[src/rtl/irq_agg_pkg.sv]
package irq_agg_pkg;
  localparam int unsigned OFS_COUNT   = 32'h00;
  localparam int unsigned OFS_MASKED  = 32'h04;
  localparam int unsigned OFS_WIPE    = 32'h08;
  localparam int unsigned OFS_EN_CLR  = 32'h0C;
  localparam int unsigned OFS_EN_SET  = 32'h10;

  typedef enum logic [1:0] {
    WCMD_NONE   = 2'd0,
    WCMD_WIPE   = 2'd1,
    WCMD_EN_CLR = 2'd2,
    WCMD_EN_SET = 2'd3
  } wcmd_e;

  typedef enum logic [1:0] {
    RSEL_NONE   = 2'd0,
    RSEL_COUNT  = 2'd1,
    RSEL_MASKED = 2'd2
  } rsel_e;
endpackage

[src/rtl/irq_bus_decode.sv]
module irq_bus_decode
  import irq_agg_pkg::*;
#(
  parameter int ADDR_W = 6
) (
  input  logic              bus_valid,
  input  logic              bus_write,
  input  logic [ADDR_W-1:0] bus_addr,
  output wcmd_e             wcmd,
  output rsel_e             rsel
);
  logic hit_count, hit_masked, hit_wipe, hit_clr, hit_set;

  assign hit_count  = (bus_addr == ADDR_W'(OFS_COUNT));
  assign hit_masked = (bus_addr == ADDR_W'(OFS_MASKED));
  assign hit_wipe   = (bus_addr == ADDR_W'(OFS_WIPE));
  assign hit_clr    = (bus_addr == ADDR_W'(OFS_EN_CLR));
  assign hit_set    = (bus_addr == ADDR_W'(OFS_EN_SET));

  always_comb begin
    wcmd = WCMD_NONE;
    if (bus_valid && bus_write) begin
      if (hit_wipe)     wcmd = WCMD_WIPE;
      else if (hit_clr) wcmd = WCMD_EN_CLR;
      else if (hit_set) wcmd = WCMD_EN_SET;
    end
  end

  always_comb begin
    rsel = RSEL_NONE;
    if (bus_valid && !bus_write) begin
      if (hit_count)       rsel = RSEL_COUNT;
      else if (hit_masked) rsel = RSEL_MASKED;
    end
  end
endmodule

[src/rtl/irq_state_regs.sv]
module irq_state_regs
  import irq_agg_pkg::*;
#(
  parameter int NUM_LINES = 32
) (
  input  logic                 clk,
  input  logic                 rst_n,
  input  logic [NUM_LINES-1:0] lines_in,
  input  wcmd_e                wcmd,
  input  logic [NUM_LINES-1:0] wmask,
  output logic [NUM_LINES-1:0] pending_q,
  output logic [NUM_LINES-1:0] enable_q,
  output logic                 irq_q
);
  logic [NUM_LINES-1:0] pending_d, enable_d;
  logic                 enable_ce;
  logic                 irq_d;

  always_comb begin
    pending_d = lines_in;
    enable_d  = enable_q;
    enable_ce = 1'b0;
    unique case (wcmd)
      WCMD_WIPE: begin
        pending_d = '0;
        enable_d  = '0;
        enable_ce = 1'b1;
      end
      WCMD_EN_CLR: begin
        enable_d  = enable_q & ~wmask;
        enable_ce = 1'b1;
      end
      WCMD_EN_SET: begin
        enable_d  = enable_q | wmask;
        enable_ce = 1'b1;
      end
      default: ;
    endcase
    irq_d = |(pending_d & enable_d);
  end

  always_ff @(posedge clk or negedge rst_n) begin
    if (!rst_n) begin
      pending_q <= '0;
      irq_q     <= 1'b0;
    end else begin
      pending_q <= pending_d;
      irq_q     <= irq_d;
    end
  end

  always_ff @(posedge clk or negedge rst_n) begin
    if (!rst_n) begin
      enable_q <= '0;
    end else if (enable_ce) begin
      enable_q <= enable_d;
    end
  end
endmodule

[src/rtl/irq_popcount.sv]
module irq_popcount #(
  parameter int NUM_LINES = 32,
  parameter int COUNT_W   = $clog2(NUM_LINES + 1)
) (
  input  logic [NUM_LINES-1:0] vec,
  output logic [COUNT_W-1:0]   ones
);
  always_comb begin
    ones = '0;
    for (int i = 0; i < NUM_LINES; i++) begin
      ones = ones + COUNT_W'(vec[i]);
    end
  end
endmodule

[src/rtl/irq_event_counters.sv]
module irq_event_counters #(
  parameter int NUM_LINES = 32,
  parameter int CNT_W     = 16,
  parameter int SEL_W     = $clog2(NUM_LINES)
) (
  input  logic                 clk,
  input  logic                 rst_n,
  input  logic [NUM_LINES-1:0] lines_in,
  input  logic [SEL_W-1:0]     sel,
  output logic [CNT_W-1:0]     count
);
  logic [NUM_LINES-1:0] prev_q;
  logic [CNT_W-1:0]     cnt_arr [NUM_LINES];

  always_ff @(posedge clk or negedge rst_n) begin
    if (!rst_n) prev_q <= '0;
    else        prev_q <= lines_in;
  end

  for (genvar i = 0; i < NUM_LINES; i++) begin : g_line
    logic             bump;
    logic [CNT_W-1:0] cnt_q, cnt_d;

    assign bump = lines_in[i] & ~prev_q[i];

    always_comb cnt_d = cnt_q + CNT_W'(1);

    always_ff @(posedge clk or negedge rst_n) begin
      if (!rst_n)    cnt_q <= '0;
      else if (bump) cnt_q <= cnt_d;
    end

    assign cnt_arr[i] = cnt_q;
  end

  always_comb begin
    count = '0;
    if (32'(sel) < NUM_LINES) count = cnt_arr[sel];
  end
endmodule

[src/rtl/irq_aggregator.sv]
module irq_aggregator
  import irq_agg_pkg::*;
#(
  parameter int NUM_LINES = 32,
  parameter int DATA_W    = 32,
  parameter int ADDR_W    = 6,
  parameter int CNT_W     = 16,
  parameter bit STATS_EN  = 1'b1,
  localparam int SEL_W    = $clog2(NUM_LINES),
  localparam int COUNT_W  = $clog2(NUM_LINES + 1)
) (
  input  logic                 clk,
  input  logic                 rst_n,
  input  logic [NUM_LINES-1:0] irq_in,
  input  logic                 bus_valid,
  input  logic                 bus_write,
  input  logic [ADDR_W-1:0]    bus_addr,
  input  logic [DATA_W-1:0]    bus_wdata,
  output logic [DATA_W-1:0]    bus_rdata,
  output logic                 irq_out,
  input  logic [SEL_W-1:0]     stat_sel,
  output logic [CNT_W-1:0]     stat_count
);
  logic [1:0]           rst_sync_q;
  logic                 rst_n_int;
  wcmd_e                wcmd;
  rsel_e                rsel;
  logic [NUM_LINES-1:0] pending_w, enable_w, active_w;
  logic [COUNT_W-1:0]   active_ones;

  always_ff @(posedge clk or negedge rst_n) begin
    if (!rst_n) rst_sync_q <= 2'b00;
    else        rst_sync_q <= {rst_sync_q[0], 1'b1};
  end
  assign rst_n_int = rst_sync_q[1];

  irq_bus_decode #(.ADDR_W(ADDR_W)) u_dec (
    .bus_valid (bus_valid),
    .bus_write (bus_write),
    .bus_addr  (bus_addr),
    .wcmd      (wcmd),
    .rsel      (rsel)
  );

  irq_state_regs #(.NUM_LINES(NUM_LINES)) u_state (
    .clk       (clk),
    .rst_n     (rst_n_int),
    .lines_in  (irq_in),
    .wcmd      (wcmd),
    .wmask     (bus_wdata[NUM_LINES-1:0]),
    .pending_q (pending_w),
    .enable_q  (enable_w),
    .irq_q     (irq_out)
  );

  assign active_w = pending_w & enable_w;

  irq_popcount #(.NUM_LINES(NUM_LINES), .COUNT_W(COUNT_W)) u_pop (
    .vec  (active_w),
    .ones (active_ones)
  );

  always_comb begin
    unique case (rsel)
      RSEL_COUNT:  bus_rdata = DATA_W'(active_ones);
      RSEL_MASKED: bus_rdata = DATA_W'(active_w);
      default:     bus_rdata = '0;
    endcase
  end

  if (STATS_EN) begin : g_stats
    irq_event_counters #(.NUM_LINES(NUM_LINES), .CNT_W(CNT_W), .SEL_W(SEL_W)) u_cnt (
      .clk      (clk),
      .rst_n    (rst_n_int),
      .lines_in (irq_in),
      .sel      (stat_sel),
      .count    (stat_count)
    );
  end else begin : g_no_stats
    assign stat_count = '0;
  end
endmodule

[config.mk]
export PLATFORM = sky130hd
export DESIGN_NAME = irq_aggregator
export DESIGN_NICKNAME = d
export VERILOG_FILES = /design/src/rtl/irq_agg_pkg.sv /design/src/rtl/irq_bus_decode.sv /design/src/rtl/irq_state_regs.sv /design/src/rtl/irq_popcount.sv /design/src/rtl/irq_event_counters.sv /design/src/rtl/irq_aggregator.sv
export SDC_FILE = /design/constraint.sdc
export NUM_CORES = 1
export LEC_CHECK = 0
export BUFFER_PORTS_ARGS = -buffer_cell sky130_fd_sc_hd__buf_2
export CORE_ASPECT_RATIO = 0.7
export CORE_UTILIZATION = 34
export DETAILED_ROUTE_END_ITERATION = 10
export GPL_TIMING_DRIVEN = 0
export SLEW_MARGIN = 10
export SYNTH_ARGS = -nofsm -noshare
export SYNTH_HDL_FRONTEND = slang
export SYNTH_SLANG_ARGS = --single-unit
[constraint.sdc]
create_clock -name clk -period 37.2 [get_ports clk]
set_input_delay 5.58 -clock clk [delete_from_list [all_inputs] [get_ports clk]]
set_output_delay 5.58 -clock clk [all_outputs]
set_load 0.01 [all_outputs]
After elaboration in Yosys (flattened, before gate mapping)
Index checks and enable logic that the tools add are counted.
Word-level totals
  memories: 0
  word-level logic and storage cells: 200
  bits in latches: 0
  bits in read-only memories: 0
  bits in writable memories: 0
  flip-flop bits (word level): 611
  bits of input ports: 79
Cells by class
  $mul: 0
  div/mod/pow operators: 0
  $add $sub $neg: 63
  shift operators: 0
  reduce and logical (&&, ||, !) cells: 6
  muxes and demuxes: 14
  eq/ne operators: 9
  bitwise operators: 70
  magnitude comparators: 1
Operators with widths (count)
  adder 16 x 1 -> 16 bit (second input constant): 32
  adder 6 x 1 -> 6 bit: 30
  bitwise AND 32 bit: 3
  one-hot mux 32 bit (3 select lines): 1
  binary-select mux 16 bit (select 5 bit): 1
  one-hot mux 32 bit (2 select lines): 1
  bitwise AND 1 bit: 32
  2-to-1 mux 16 bit: 2
  2-to-1 mux 32 bit: 1
  NOT 1 bit: 32
  NOT 32 bit: 1
  OR 32 bit: 1
  OR reduction 32 bit: 1
  2-to-1 mux 2 bit: 7
  equality test 6 x 4 -> 1 bit (second input constant): 2
  equality test 2 bit (second input constant): 3
  equality test 6 x 3 -> 1 bit (second input constant): 1
  equality test 6 x 5 -> 1 bit (second input constant): 1
  greater-or-equal comparator 6 bit (second input constant): 1
  zero test 6 bit: 1
  NOT 5 -> 6 bit: 1
  equality test 2 x 1 -> 1 bit (second input constant): 2
  OR reduction 3 bit: 1
  adder 1 x 1 -> 2 bit: 1
  3 further kinds: 4

Longest topological paths before layout
  word-level depth: 33
  depth in mapped cells: 20

Cells and area by module
A second synthesis with hierarchy kept.
Unflattened totals
  cell total of the unflattened synthesis: 2872
  area total of the unflattened synthesis: 31629.1 µm²
Modules (own cells, without submodules)
  irq_event_counters: area an instance 27182.3 µm², sequential area each 13613.1 µm², times used 1, cells an instance 2461
  irq_state_regs: area an instance 2954.1 µm², sequential area each 1626.6 µm², times used 1, cells an instance 234
  irq_popcount: area an instance 833.3 µm², sequential area each 0.0 µm², times used 1, cells an instance 90
  irq_aggregator: area an instance 576.8 µm², sequential area each 50.0 µm², times used 1, cells an instance 76
  irq_bus_decode: area an instance 82.6 µm², sequential area each 0.0 µm², times used 1, cells an instance 11

Worst setup path after synthesis
OpenSTA, ideal clock, no wires.
  path type: input to output
  from: in bus_addr[2]
  to: out bus_rdata[0]
  slack: 24.089 ns
  path buffers: 4
  stages: 9
  arrival: 7.531 ns
  cells stage by stage: clkbuf_1 > inv_1 > clkbuf_1 > buf_1 > nand2_1 > ha_1 > nand2b_1 > clkbuf_1 > o21ai_0
On the way
  word-level cells in the longest chain between the ends: 6
  elaborated cells between the ends (all ways): 8
  classes of those cells: eq/ne: 3; mux: 4; reduce/logical: 1
Ends and longest elaborated chain
  start: declaration: RTL line irq_aggregator.sv:17  | input logic [ADDR_W-1:0] bus_addr,
  equality test 6 x 3 -> 1 bit: RTL line irq_bus_decode.sv:15  | assign hit_masked = (bus_addr == ADDR_W'(OFS_MASKED));
  2-to-1 mux 2 bit: RTL line irq_bus_decode.sv:33  | else if (hit_masked) rsel = RSEL_MASKED;
  2-to-1 mux 2 bit (*): RTL line irq_bus_decode.sv:32  | if (hit_count) rsel = RSEL_COUNT;
  2-to-1 mux 2 bit (*): RTL line irq_bus_decode.sv:31  | if (bus_valid && !bus_write) begin
  equality test 2 bit or equality test 2 x 1 -> 1 bit (tied branches): RTL line irq_aggregator.sv:64  | unique case (rsel)
  one-hot mux 32 bit (2 select lines) (*): RTL line irq_aggregator.sv:64
  end: declaration: RTL line irq_aggregator.sv:19  | output logic [DATA_W-1:0] bus_rdata,
Mark *: on every way between the ends. The rest lies on a longest branch, timed or not.

Worst setup path after layout
Same ends and word-level chain as after synthesis.

==> impl_metrics.csv <==
group,metric,value,unit
timing,min_period,14520,ps
yosys,synthMuxAreaShare,13.5,%
drt,firstDrtPassIters,5,
power_and_ir_drop,internal_power,1.35,mW
yosys,synth.top_cell.area_share,49.8,%
yosys,syn_avg_cell_area,12.1,sq um
critical_path,critPathLaunchType,"primary input",
timing,rsz0062_at_grt,"no",
cts,path_clk_slew,60,ps
finish,finalInstanceArea,0.0353,sq mm
timing,worst_slew_pin_slew,1020,ps
yosys,synth_most_common_cell,"dfrtp_1",
timing,timing.fmax,68.9,MHz
power_and_ir_drop,cellPowerDensity,54.8,mW/mm^2
finish,drive_gt1_share,17.3,%
critical_path,worstPathArrival,8940,ps
timing,timing.slew.headroom,32.0,%
drt,vias_per_cell,5.28,
job,maxCapViolations,0,
power_and_ir_drop,pwr-share-seq,47.7,%
yosys,yosysSeqAreaShare,49.8,%
cts,cts_tree,"yes",
timing,setup_tns,0,ps
global_route,antenna_found_initial,9,
power_and_ir_drop,p_comb_share,17.9,%
yosys,synth_warnings,0,
critical_path,path_class,"in -> out",
timing,setup_viol,0,
placement,post-dp-hpwl,64800,microns
global_route,track_usage,18.4,%
cts,clock_latency,640,ps
finish,fin_nets,2887,
drt,initialDrtViolationCount,1991,
yosys,synthFlopType,"dfrtp_1",
timing,fin_skew,15.3,ps
yosys,yosysTopAreaCell,"dfrtp_1",
global_route,grt_max_degree,61,
yosys,synthCells,2547,
yosys,synth_top_family_by_area,"simple AND/OR/NAND/NOR gates",
floorplan,die_y,254,microns
placement,place_ws,22770,ps
floorplan,die_w,361,microns
critical_path,critPathTopFamily,"buffers and inverters",
critical_path,critPathMostFrequentCell,"clkbuf_1",
critical_path,cp-end-kind,"output pin",
power_and_ir_drop,p_switching,0.586,mW
cts,htree_levels,2,
power_and_ir_drop,p_clk_share,34.4,%
floorplan,io_pins,128,
floorplan,coreArea,0.0888,sq mm
critical_path,cp_cell_sequence,"buf_2 -> clkbuf_1 -> inv_1 -> clkbuf_1 -> buf_1 -> nand2_1 -> ha_1 -> nand2b_1 -> clkbuf_1 -> o21ai_0 -> buf_2",
min_path,worstHoldPathType,"reg -> async",
yosys,yosys-top-cells-area,"dfrtp_1 (50%), mux4_2 (12%), xnor2_1 (9.8%)",
drt,drc_errors,0,
yosys,synth_common_cells,"dfrtp_1 (611), xnor2_1 (345), nand2_1 (281)",
timing,slew_violations,0,
cts,cts_setup_buffers,0,
cts,clock_sinks,611,
placement,placed_cell_area,0.0331,sq mm
floorplan,start_util,34.6,%
global_route,grt_pass1_wl,127000,microns
cts,cts-buffers-inserted,59,
run_status,status,"complete, no violations",
cts,cts_hold_buf,0,
global_route,first_global_vias,19900,
drt,wl_per_cell,21.0,microns
critical_path,max_stage_delay,620,ps
critical_path,cp_max_fo,10,
yosys,syn-cell-area,0.0307,sq mm
cts,cts.path.max_buffers,3,
yosys,syn_nets,2692,
floorplan,die_area,0.0916,sq mm
drt,vias,20900,
yosys,synth_cell_types,57,
critical_path,crit_buf_inv,7,
placement,io_buffers,123,
timing,setup_ws,22680,ps
power_and_ir_drop,p_leak,15.4,nW
cts,post_cts_resized,0,
yosys,ys_async_sr_fraction,100,%
yosys,synth-edff-count,0,
yosys,synth_fa_ha_area_share,3.27,%
yosys,synth_compound_area_share,2.35,%
yosys,synth_xor_area_share,13.8,%
placement,routabilityCongestion,0.966,
finish,fillers,8398,
critical_path,cpMaxStageDelayCell,"buf_1",
power_and_ir_drop,swShare,30.3,%
global_route,grt_overflow,0,
floorplan,num_rows,91,
power_and_ir_drop,ir_worst_vdd,0.0403,mV
timing,hold_viol,0,
finish,area_delta_synth_final,14.8,%
drt,final_antenna_net_count,0,
yosys,synth-seq-cells,611,
cts,clock-root-buffer,"clkbuf_16",
critical_path,required,31620,ps
drt,drt-total-wl,83300,microns
timing,period_share,39.0,%
yosys,yosys.area_share.simple,15.7,%
-- registers in the layout (all words and copies together) (netlist names) --
signal and flops:
u_state.irq_q 1, u_state.pending_q 32, rst_sync_q 2, g_stats.u_cnt.g_line.cnt_q 512
g_stats.u_cnt.prev_q 32, u_state.enable_q 32
-- layer usage --
metal	global-route usage [%]	up-vias	part of all wire (%)
met5	0	-	0.041
met4	3.93	6	1.8
met3	4.16	109	8.6
met2	23.4	653	39
met1	30.6	10700	51
li1	-	9436	-
-- cell type report --
| class | count | area [sq um] | area share [%] |
|---|---|---|---|
| inverter | 46 | 173 | 0.490 |
| sequential | 611 | 15300 | 43.4 |
| clock buffer | 84 | 1750 | 4.97 |
| antenna | 10 | 25.0 | 0.0709 |
| multi-input combinational | 1822 | 14900 | 42.3 |
| timing repair buffer | 134 | 918 | 2.60 |
| clock inverter | 23 | 389 | 1.10 |
| buffer | 68 | 338 | 0.958 |
| tap | 1162 | 1450 | 4.12 |
-- path summary, 6_finish.rpt --
path                                              start                           endpoint  slack, ps  cells after the start
max in group asynchronous                         rst_n                      rst_sync_q[1]      32370                      1
worst min-delay path                      rst_sync_q[1]              u_state.pending_q[30]        230                      0
min in group clk                          rst_sync_q[0]                      rst_sync_q[1]        350                      0
worst min register to register            rst_sync_q[1]              u_state.pending_q[30]        230                      0
worst max register to register  g_stats.u_cnt.prev_q[6]  g_stats.u_cnt.g_line[6].cnt_q[15]      34810                      6
worst max-delay path                        bus_addr[2]                       bus_rdata[0]      22680                     11
-- power by group through the flow --
stage | clock network, mW | logic, mW | registers (mW)
after global routing | 0.703 | 0.383 | 0.941
after global placement | 0 | 0.319 | 0.939
after detailed placement | 0 | 0.345 | 0.928
final | 0.665 | 0.347 | 0.922
after floorplan | 0 | 0.239 | 0.890
after CTS | 0.680 | 0.345 | 0.918
-- through the flow --
step	cells	total power, mW	util (%)	hold slack (ps)
2_1_floorplan	2547	1.13	-	331
3_3_place_gp	3832	1.26	36.9	334
3_5_place_dp	3843	1.27	37.3	236
4_1_cts	3950	1.94	39.7	244
5_1_grt	3951	2.03	39.7	262
6_report	3960	1.93	39.7	235
-- layout by cell type (no fill, tap or decap), types with 19 or more instances in the layout --
| cell | netlist | routed |
|---|---|---|
| ha_1 | 42 | 42 |
| dfrtp_1 | 611 | 610 |
| xor2_1 | 138 | 138 |
| mux2_2 | 48 | 48 |
| nor2_1 | 146 | 146 |
| nor3_1 | 29 | 29 |
| inv_1 | 46 | 46 |
| nand2_1 | 281 | 281 |
| mux4_2 | 160 | 160 |
| nand4_1 | 127 | 127 |
| clkbuf_1 | 32 | 40 |
| buf_2 | 18 | 141 |
| nor2b_1 | 84 | 84 |
| nand3_1 | 146 | 146 |
| and3_1 | 73 | 73 |
| o21ai_0 | 29 | 29 |
| and2_1 | 19 | 19 |
| clkbuf_16 | 0 | 60 |
| xnor2_1 | 345 | 345 |
| and4_1 | 21 | 21 |
| fa_1 | 24 | 24 |
-- cells by family after synthesis --
logic type,Yosys count
XOR/XNOR,483
buffers and inverters,114
AO/OA/AOI/OAI,104
flip-flops,611
multiplexers,208
AND/OR/NAND/NOR,960
adder cells (fa/ha/maj),66
other,1
No activity file was read; power rests on OpenSTA's default activity.
